File: config.mk
export PLATFORM = sky130hd
export DESIGN_NAME = mdio_reg_bridge
export DESIGN_NICKNAME = d
export VERILOG_FILES = /design/src/rtl/mrb_pkg.sv /design/src/rtl/mrb_access_decode.sv /design/src/rtl/mrb_page_reg.sv /design/src/rtl/mrb_half_buffer.sv /design/src/rtl/mdio_reg_bridge.sv
export SDC_FILE = /design/constraint.sdc
export NUM_CORES = 1
export LEC_CHECK = 0
export BUFFER_PORTS_ARGS = -buffer_cell sky130_fd_sc_hd__buf_4
export CELL_PAD_IN_SITES_DETAIL_PLACEMENT = 0
export CELL_PAD_IN_SITES_GLOBAL_PLACEMENT = 1
export CORE_MARGIN = 2
export CORE_UTILIZATION = 32
export DETAILED_ROUTE_END_ITERATION = 8
export PLACE_DENSITY = 0.89
export SYNTH_ARGS = -nofsm -noshare
export SYNTH_HDL_FRONTEND = slang
export SYNTH_SLANG_ARGS = --single-unit
File: constraint.sdc
create_clock -name clk -period 1.3 [get_ports clk]
set_input_delay 0.13 -clock clk [delete_from_list [all_inputs] [get_ports clk]]
set_output_delay 0.13 -clock clk [all_outputs]
set_load 0.05 [all_outputs]
File: src/rtl/mrb_pkg.sv
package mrb_pkg;

    localparam int HALF_W   = 16;
    localparam int WORD_W   = 2 * HALF_W;
    localparam int PHY_W    = 5;
    localparam int REGN_W   = 5;
    localparam int SUB_W    = 3;               // PHY bits folded into the address
    localparam int LOW_W    = REGN_W - 1;      // register bits folded into the address
    localparam int FOLD_W   = SUB_W + LOW_W;   // address bits below the page

    localparam logic [PHY_W-1:0]  PAGE_PHY  = 5'h1F;
    localparam logic [REGN_W-1:0] PAGE_REGN = 5'h10;
    localparam logic [1:0]        DATA_WIN  = 2'b10;   // PHY[4:3] of 0x10..0x17
    localparam logic [HALF_W-1:0] NO_CLAIM  = 16'hFFFF;

    typedef enum logic [1:0] {
        K_NONE = 2'd0,
        K_PAGE = 2'd1,
        K_LOW  = 2'd2,
        K_HIGH = 2'd3
    } acc_kind_e;

    typedef struct packed {
        logic             active;
        logic             write;
        acc_kind_e        kind;
        logic [FOLD_W-1:0] fold;
    } acc_req_t;

    function automatic acc_kind_e classify(input logic [PHY_W-1:0] phy,
                                           input logic [REGN_W-1:0] regn);
        if (phy[PHY_W-1 -: 2] == DATA_WIN)
            return regn[0] ? K_HIGH : K_LOW;
        else if (phy == PAGE_PHY && regn == PAGE_REGN)
            return K_PAGE;
        else
            return K_NONE;
    endfunction

    function automatic logic [FOLD_W-1:0] fold_bits(input logic [PHY_W-1:0] phy,
                                                    input logic [REGN_W-1:0] regn);
        return {phy[SUB_W-1:0], regn[REGN_W-1:1]};
    endfunction

endpackage

File: src/rtl/mrb_access_decode.sv
module mrb_access_decode
    import mrb_pkg::*;
(
    input  logic              valid,
    input  logic              write,
    input  logic [PHY_W-1:0]  phy,
    input  logic [REGN_W-1:0] regn,
    output acc_req_t          req
);

    always_comb begin
        req.active = valid;
        req.write  = write;
        req.kind   = valid ? classify(phy, regn) : K_NONE;
        req.fold   = fold_bits(phy, regn);
    end

    // the page location is the only claimed spot outside the data window
    always_comb begin
        if (valid && req.kind == K_PAGE)
            a_r9_page_only_at_fixed_spot: assert (phy == PAGE_PHY && regn == PAGE_REGN);
    end

endmodule

File: src/rtl/mrb_page_reg.sv
module mrb_page_reg
    import mrb_pkg::*;
#(
    parameter int PAGE_W = 9
) (
    input  logic              clk,
    input  logic              rst,
    input  logic              wr_en,
    input  logic [HALF_W-1:0] wdata,
    output logic [PAGE_W-1:0] page
);

    always_ff @(posedge clk) begin
        if (rst)
            page <= '0;
        else if (wr_en)
            page <= wdata[PAGE_W-1:0];
    end

endmodule

File: src/rtl/mrb_half_buffer.sv
module mrb_half_buffer
    import mrb_pkg::*;
(
    input  logic              clk,
    input  logic              rst,
    input  logic              hi_wr,
    input  logic [HALF_W-1:0] hi_wdata,
    input  logic              lo_rd,
    input  logic [HALF_W-1:0] rd_upper,
    output logic [HALF_W-1:0] hold_hi,
    output logic [HALF_W-1:0] snap_hi
);

    always_ff @(posedge clk) begin
        if (rst) begin
            hold_hi <= '0;
            snap_hi <= '0;
        end else begin
            if (hi_wr)
                hold_hi <= hi_wdata;
            if (lo_rd)
                snap_hi <= rd_upper;
        end
    end

    // the snapshot only moves on a low-half read
    a_r8_snapshot_stable: assert property (@(posedge clk) disable iff (rst)
        !lo_rd |=> $stable(snap_hi));

    // the held half only moves on a high-half write
    a_r5_hold_stable: assert property (@(posedge clk) disable iff (rst)
        !hi_wr |=> $stable(hold_hi));

endmodule

File: src/rtl/mdio_reg_bridge.sv
module mdio_reg_bridge
    import mrb_pkg::*;
#(
    parameter  int PAGE_W  = 9,
    localparam int WADDR_W = PAGE_W + FOLD_W
) (
    input  logic               clk,
    input  logic               rst,
    input  logic               mdio_valid,
    input  logic               mdio_write,
    input  logic [PHY_W-1:0]   mdio_phy,
    input  logic [REGN_W-1:0]  mdio_reg,
    input  logic [HALF_W-1:0]  mdio_wdata,
    output logic               mdio_rvalid,
    output logic [HALF_W-1:0]  mdio_rdata,
    output logic [WADDR_W-1:0] reg_addr,
    output logic               reg_we,
    output logic               reg_re,
    output logic [WORD_W-1:0]  reg_wdata,
    input  logic [WORD_W-1:0]  reg_rdata
);

    acc_req_t          req;
    logic [PAGE_W-1:0] page;
    logic [HALF_W-1:0] hold_hi;
    logic [HALF_W-1:0] snap_hi;
    logic              page_wr;
    logic              hi_wr;
    logic              lo_rd;
    logic [HALF_W-1:0] rd_mux;

    mrb_access_decode u_dec (
        .valid (mdio_valid),
        .write (mdio_write),
        .phy   (mdio_phy),
        .regn  (mdio_reg),
        .req   (req)
    );

    assign page_wr = req.active &&  req.write && req.kind == K_PAGE;
    assign hi_wr   = req.active &&  req.write && req.kind == K_HIGH;
    assign lo_rd   = req.active && !req.write && req.kind == K_LOW;

    mrb_page_reg #(.PAGE_W(PAGE_W)) u_page (
        .clk   (clk),
        .rst   (rst),
        .wr_en (page_wr),
        .wdata (mdio_wdata),
        .page  (page)
    );

    mrb_half_buffer u_half (
        .clk      (clk),
        .rst      (rst),
        .hi_wr    (hi_wr),
        .hi_wdata (mdio_wdata),
        .lo_rd    (lo_rd),
        .rd_upper (reg_rdata[WORD_W-1:HALF_W]),
        .hold_hi  (hold_hi),
        .snap_hi  (snap_hi)
    );

    // Internal bus: address folded from page and access fields
    assign reg_addr  = {page, req.fold};
    assign reg_we    = req.active && req.write && req.kind == K_LOW;
    assign reg_re    = lo_rd;
    assign reg_wdata = {hold_hi, mdio_wdata};

    always_comb begin
        unique case (req.kind)
            K_PAGE:  rd_mux = HALF_W'(page);
            K_LOW:   rd_mux = reg_rdata[HALF_W-1:0];
            K_HIGH:  rd_mux = snap_hi;
            default: rd_mux = NO_CLAIM;
        endcase
    end

    always_ff @(posedge clk) begin
        if (rst) begin
            mdio_rvalid <= 1'b0;
            mdio_rdata  <= '0;
        end else begin
            mdio_rvalid <= mdio_valid && !mdio_write;
            if (mdio_valid && !mdio_write)
                mdio_rdata <= rd_mux;
        end
    end

    // one bus operation at a time
    a_r6_single_op: assert property (@(posedge clk) disable iff (rst)
        !(reg_we && reg_re));

    // a low-half read in the data window always fetches
    a_r7_low_read_fetches: assert property (@(posedge clk) disable iff (rst)
        mdio_valid && !mdio_write && mdio_phy[4:3] == 2'b10 && !mdio_reg[0] |-> reg_re);

    // a high-half write never strobes the bus
    a_r5_high_write_silent: assert property (@(posedge clk) disable iff (rst)
        mdio_valid && mdio_write && mdio_reg[0] |-> !reg_we && !reg_re);

    // response exactly one cycle after each read strobe
    a_r10_resp_after_read: assert property (@(posedge clk) disable iff (rst)
        mdio_valid && !mdio_write |=> mdio_rvalid);
    a_r10_no_spurious_resp: assert property (@(posedge clk) disable iff (rst)
        !(mdio_valid && !mdio_write) |=> !mdio_rvalid);

    // unclaimed reads return all ones
    a_r9_unclaimed_ones: assert property (@(posedge clk) disable iff (rst)
        mdio_valid && !mdio_write && mdio_phy[4:3] != 2'b10 &&
        !(mdio_phy == 5'h1F && mdio_reg == 5'h10) |=> mdio_rdata == 16'hFFFF);

    // page changes only on a write at the page location
    a_r2_page_stable: assert property (@(posedge clk) disable iff (rst)
        !(mdio_valid && mdio_write && mdio_phy == 5'h1F && mdio_reg == 5'h10)
        |=> $stable(page));

endmodule

==> summary.txt, run 1 <==
STA
  • Worst slew margin: 75.60%
  • Setup tns final: 0 ps
  • Final setup viols: 0
  • F_max: 811.1 MHz
  • Fin Clk Skew: 7.585 ps
  • Final period util: 94.84%
  • Final hold violation count: 0
  • Pins Over Slew Limit: 0
  • Unrepaired setup endpoints after global routing: no
  • Slew @ Worst Pin: 362.1 ps
  • Tmin final: 1233 ps

Global routing
  • GRT Overall Usage: 17.66%
  • Largest net degree at the start of global routing: 27
  • Vias in the first global route: 2509
  • Global-route wire length before repair: 12470 microns
  • Gr ovfl total: 0
  • Initial antenna violation count: 0

Setup path
  • CP Cell Sequence: buf_4 > and3b_1 > buf_4 > and3b_1 > buf_4
  • CP Capture Type: output pin
  • Worst setup path endpoint: reg_we
  • Crit path max fanout: 12
  • Critical Path Slowest Stage Cell: and3b_1
  • Critical path type: input pin to output pin
  • CP arrival: 1100 ps
  • Kind of cell adding the most delay to the critical path: buffers and inverters
  • Crit path buf inv count: 3
  • FF-to-FF path depth: 4
  • Critical Path Start: mdio_phy[3]
  • Most Frequent Cell on Critical Path: buf_4
  • Worst R2R Setup Slack: 330 ps
  • Reg-to-Reg End: mdio_rdata[5]
  • Worst reg2reg path startpoint: u_half.snap_hi[5]
  • WP depth: 5
  • Data required, critical path: 1170 ps
  • Max incr delay on CP: 260 ps
  • Startpoint types: input pin

Pwr
  • P_leak: 1.664 nW
  • Pwr dens: 1101 mW/mm^2
  • Worst VDD drop: 0.0004827 V
  • Total chip power: 0.004224 W

Placement
  • DP Area: 0.003652 sq mm
  • Placed cell count: 551
  • Dpl hpwl: 6313 microns
  • Routability cong.: 0.7893
  • Input/output buffers: 128

Yosys
  • YS warnings: 0
  • Synth area leader: dfxtp_1
  • Synth Instances: 349
  • Yosys top cell area share: 42.51%
  • Synth unique cells: 31
  • Syn_nets: 411
  • Mean Syn Cell Area: 7.826 sq um
  • #FFs+latches synth: 58
  • Cell Area, Synth: 0.002731 sq mm
  • Sequential area share after synthesis: 42.51%
  • Ranking of synthesized cells by area: dfxtp_1, nand2_1, a21oi_1

Clock tree
  • Clock Sink Count: 58
  • CTS tree: done
  • CTS H-tree depth: 3
  • Resized Gates After CTS: 0
  • CTS buffer count: 9
  • Reg clk slew, reported paths: 60 ps
  • Clk root buf: clkbuf_8
  • Post-CTS Setup Bufs: 0
  • Hold Buf Count CTS: 0
  • Clk_lat worst skew: 330 ps
  • Clock Path Buffers: 2

Route
  • Drt total wl: 8393 microns
  • DRC: 0
  • Vias after detailed routing: 2776
  • Routed len/inst: 14.80 microns
  • Antenna-violating nets left: 0
  • Iter 0 DRT Violations: 198
  • Vias/cell: 4.896
  • Pre-antenna DRT Iters: 5

Floorplan
  • Die Area: 0.009290 sq mm
  • Site row count: 33
  • Die W: 96.39 microns
  • Starting Density: 33.08%
  • # IOs: 129
  • Core area: 0.008258 sq mm
  • Die Ht: 96.39 microns

Finish
  • Post-route insts no fill: 567
  • Antenna Cells: 0
  • Share of layout cells above drive strength 1: 36.80%
  • Area Growth Syn to Fin: 40.40%
  • Final Instance Area: 0.003835 sq mm
  • Final #Nets: 519

Outcome
  • Status: complete, no violations

Flow run
  • MaxCap Viol Count: 0

Hold path
  • HP Class: input pin to flop
[synth_stat cells (all sizes together)]
cell,count
nand2,92
dfxtp,58
a21oi,48
buf,36
o21ai,34
nor2,18
clkbuf,11
nand3,11
a311oi,9
inv,9
a211oi,7
and3b,2
and4b,2
a31oi,1
and2,1
and3,1
and4,1
clkinv,1
nand4bb,1
nor2b,1
nor3,1
nor3b,1
or2,1
or2b,1
or3b,1
[worst min-delay path: cells and delay by family]
kind | cells | cell delay (ps)
and+or+nand+nor | 1 | 40
AOI/OAI and AO/OA | 1 | 50
buffers and inverters | 1 | 110
[sequential cells by signal, indices dropped and copies added (netlist names)]
signal,count
u_half.hold_hi,16
u_page.page,9
mdio_rdata,16
u_half.snap_hi,16
mdio_rvalid,1
[layout make-up]
type	instances	area, sq um
repair buffers	144	1119
clock inverters	2	10.01
well taps	105	131.4
multi-input cells	234	1199
inverters	10	42.54
flip-flops and latches	58	1161
fillers	882	4423
clock buffers	14	172.7
[cells in the final DEF, fill, tap and decap left out]
cell type	count
a21oi_2	7
and2_4	1
nor2_1	18
nor3_1	1
o21ai_1	1
a311oi_1	9
nor3b_4	1
clkbuf_1	2
and4b_1	2
a21oi_1	41
inv_1	9
or3b_1	1
clkinv_4	1
nor2b_1	1
and4_1	1
and3b_1	2
or2_1	1
nand4bb_4	1
dfxtp_1	58
nand3_1	11
clkinv_2	2
and3_1	1
a31oi_4	1
o21ai_0	33
buf_12	3
buf_4	141
or2b_1	1
a211oi_1	7
nand2_1	92
clkbuf_8	12
[per-stage QoR]
stage                     hold WS, ps  util [%]  worst slack (ps)
after global placement          379.3     44.23            -31.31
after detailed placement        390.1     44.23            -66.49
after global routing            32.43     46.44             33.72
final                           45.51     46.44             67.06
after CTS                       35.31     46.44             65.33
after floorplan                 266.0         -             111.5
[report_power, final]
group / switching [W] / leakage [nW] / internal (W)
Combinational: 0.000523 / 1.10 / 0.000314
Sequential: 0.0000273 / 0.472 / 0.00183
Clock: 0.000690 / 0.0965 / 0.000843
[how the worst min path moves through the flow]
stage | startpoint | endpoint | slack, ps | cells after the start
3_5_place_dp | reg_rdata[20] | u_half.snap_hi[4] | 390 | 3
4_1_cts | reg_rdata[20] | u_half.snap_hi[4] | 40 | 3
5_1_grt | reg_rdata[21] | u_half.snap_hi[5] | 30 | 3
3_3_place_gp | reg_rdata[29] | u_half.snap_hi[13] | 380 | 3
6_report | reg_rdata[21] | u_half.snap_hi[5] | 50 | 3
2_1_floorplan | reg_rdata[16] | u_half.snap_hi[0] | 270 | 2
[cells by family after synthesis]
| family | count (synthesis) | share of synthesized area [%] |
|---|---|---|
| AOI/OAI and AO/OA | 99 | 21.58 |
| and+or+nand+nor | 135 | 22.31 |
| DFF | 58 | 42.51 |
| buffers and inverters | 57 | 13.60 |
[routing by layer]
| layer | vias to the layer above | part of all wire (%) | GRT usage [%] |
|---|---|---|---|
| met3 | 13 | 7.2 | 5.353 |
| met2 | 107 | 48 | 27.84 |
| li1 | 1370 | - | - |
| met4 | 0 | 1.2 | 6.103 |
| met1 | 1286 | 44 | 22.98 |
| met5 | - | 0 | 0 |
(Power assumes the default switching activity.)
==> inputs of run 2 (changes only) <==
SETUP_SLACK_MARGIN = 0.3   (was unset)
==> summary.txt, run 2 (synthesis results as in run 1) <==
Outcome
  • Status: complete, no violations

Setup path
  • Critical Path Start: mdio_write
  • Data required, critical path: 1170 ps
  • Startpoint types: input pin
  • Max incr delay on CP: 280 ps
  • Critical Path Slowest Stage Cell: or2_4
  • CP Capture Type: output pin
  • Critical path type: input pin to output pin
  • CP arrival: 920 ps
  • CP Cell Sequence: buf_8 > nand4bb_4 > or2_4 > clkinv_4 > buf_8
  • Worst reg2reg path startpoint: u_page.page[0]
  • Most Frequent Cell on Critical Path: buf_8
  • Crit path max fanout: 3

Floorplan
  • Starting Density: 33.08%
  • Die W: 96.39 microns
  • Core area: 0.008258 sq mm
  • Die Ht: 96.39 microns
  • Die Area: 0.009290 sq mm
  • # IOs: 129
  • Site row count: 33

STA
  • Fin Clk Skew: 7.334 ps
  • F_max: 949.2 MHz
  • Pins Over Slew Limit: 0
  • Worst setup margin: 246.4 ps
  • Worst slew margin: 54.86%
  • Final setup viols: 0
  • Final period util: 81.04%
  • Unrepaired setup endpoints after global routing: yes
  • Final hold violation count: 0
  • Tmin final: 1054 ps
  • Slew @ Worst Pin: 677.1 ps

Finish
  • FF+latch area: 0.001226 sq mm
  • Largest regs: mdio_rdata x16, u_half.hold_hi x16, u_half.snap_hi x16
  • Antenna Cells: 0
  • Commonest non-fill, non-tap cell in the layout: buf_4
  • Final Instance Area: 0.004529 sq mm
  • Post-route insts no fill: 591
  • Share of layout cells above drive strength 1: 54.32%
  • Most frequent cells in the layout: buf_4, nand2_1, dfxtp_2
  • Multi-input gate area in the final layout: 0.001287 sq mm
  • Final #Nets: 543
  • Filler cell count in the final layout: 745
  • Area Growth Syn to Fin: 65.83%

Clock tree
  • Reg clk slew, reported paths: 70 ps
  • CTS buffer count: 9
  • Hold Buf Count CTS: 0
  • CTS tree: done
  • Clk_lat worst skew: 340 ps
  • Clk root buf: clkbuf_8
  • Clock Path Buffers: 2
  • CTS H-tree depth: 3
  • Clock Sink Count: 58

Global routing
  • Initial antenna violation count: 0
  • Largest net degree at the start of global routing: 59
  • Global-route wire length before repair: 12680 microns
  • Gr ovfl total: 0
  • Vias in the first global route: 2548
  • GRT Overall Usage: 17.98%

Pwr
  • Pwr dens: 1044 mW/mm^2
  • Total chip power: 0.004730 W
  • Worst VDD drop: 0.0004510 V
  • P_leak: 1.931 nW

Route
  • Vias/cell: 4.765
  • Vias after detailed routing: 2816
  • Iter 0 DRT Violations: 134
  • Routed len/inst: 14.82 microns
  • Antenna-violating nets left: 0
  • DRC: 0
  • Pre-antenna DRT Iters: 4
  • Drt total wl: 8759 microns

Hold path
  • HP Class: input pin to flop
  • Hold path start: reg_rdata[20]

Placement
  • Dpl hpwl: 6092 microns
  • Routability cong.: 0.8005
  • Placed cell count: 552
  • DP Area: 0.003686 sq mm
  • Input/output buffers: 128
  • DP Worst Slack: -159.8 ps

Flow run
  • MaxCap Viol Count: 0
[run 2: changes by cell type in the layout (fill, tap and decap cells not counted), sizes merged]
cell      change
clkinvlp      +1
bufinv        +2
clkbuf        -5
buf          +24
clkinv        +1
inv           +1
[run 2: cell type report]
class / count / area share, %
clock inverter: 7 / 2.265
inverter: 10 / 0.9392
multi-input combinational: 234 / 28.43
tap: 105 / 2.901
timing repair buffer: 168 / 35.66
clock buffer: 9 / 2.735
sequential: 58 / 27.07
[run 2: power breakdown]
part	switching [W]	internal, W
registers	0.0000404	0.00182
logic	0.000546	0.000407
clock network	0.000819	0.00109
[run 2: timing repair]
item,4_1_cts,5_1_grt
gates resized for setup,81,67
gates cloned,0,1
setup endpoints to repair,53,57
setup buffers,9,13
endpoints found under the hold margin,0,0
pin swaps,5,15
[run 2: path summary, 6_finish.rpt]
path	end	slack, ps	depth (start not counted)
setup / recovery	reg_re	250	5
hold / removal	u_half.snap_hi[4]	30	3
setup reg to reg	mdio_rdata[0]	340	3
hold reg to reg	u_half.hold_hi[7]	460	2
[run 2: per-stage QoR]
stage | setup TNS, ps | hold slack (ps) | utilization (%)
after global routing | 0 | 21.73 | 54.85
after CTS | 0 | 16.72 | 51.23
after detailed placement | -1669 | 387.1 | 44.64
final | 0 | 25.20 | 54.85
after floorplan | 0 | 258.3 | -
after global placement | -755.6 | 377.0 | 44.64
[run 2: worst max-delay path, delay by kind of cell]
| kind | cells | cell delay [ps] |
|---|---|---|
| and+or+nand+nor | 2 | 500 |
| buffers and inverters | 3 | 290 |
[run 2: metal layers]
metal  global-route usage (%)  vias to the layer above  share of wire (%)
met1                    23.53                     1312                 44
li1                         -                     1420                  -
met2                    29.11                       76                 51
met3                    4.112                        8                4.6
met5                        0                        -                  0
met4                    6.338                        0               0.81
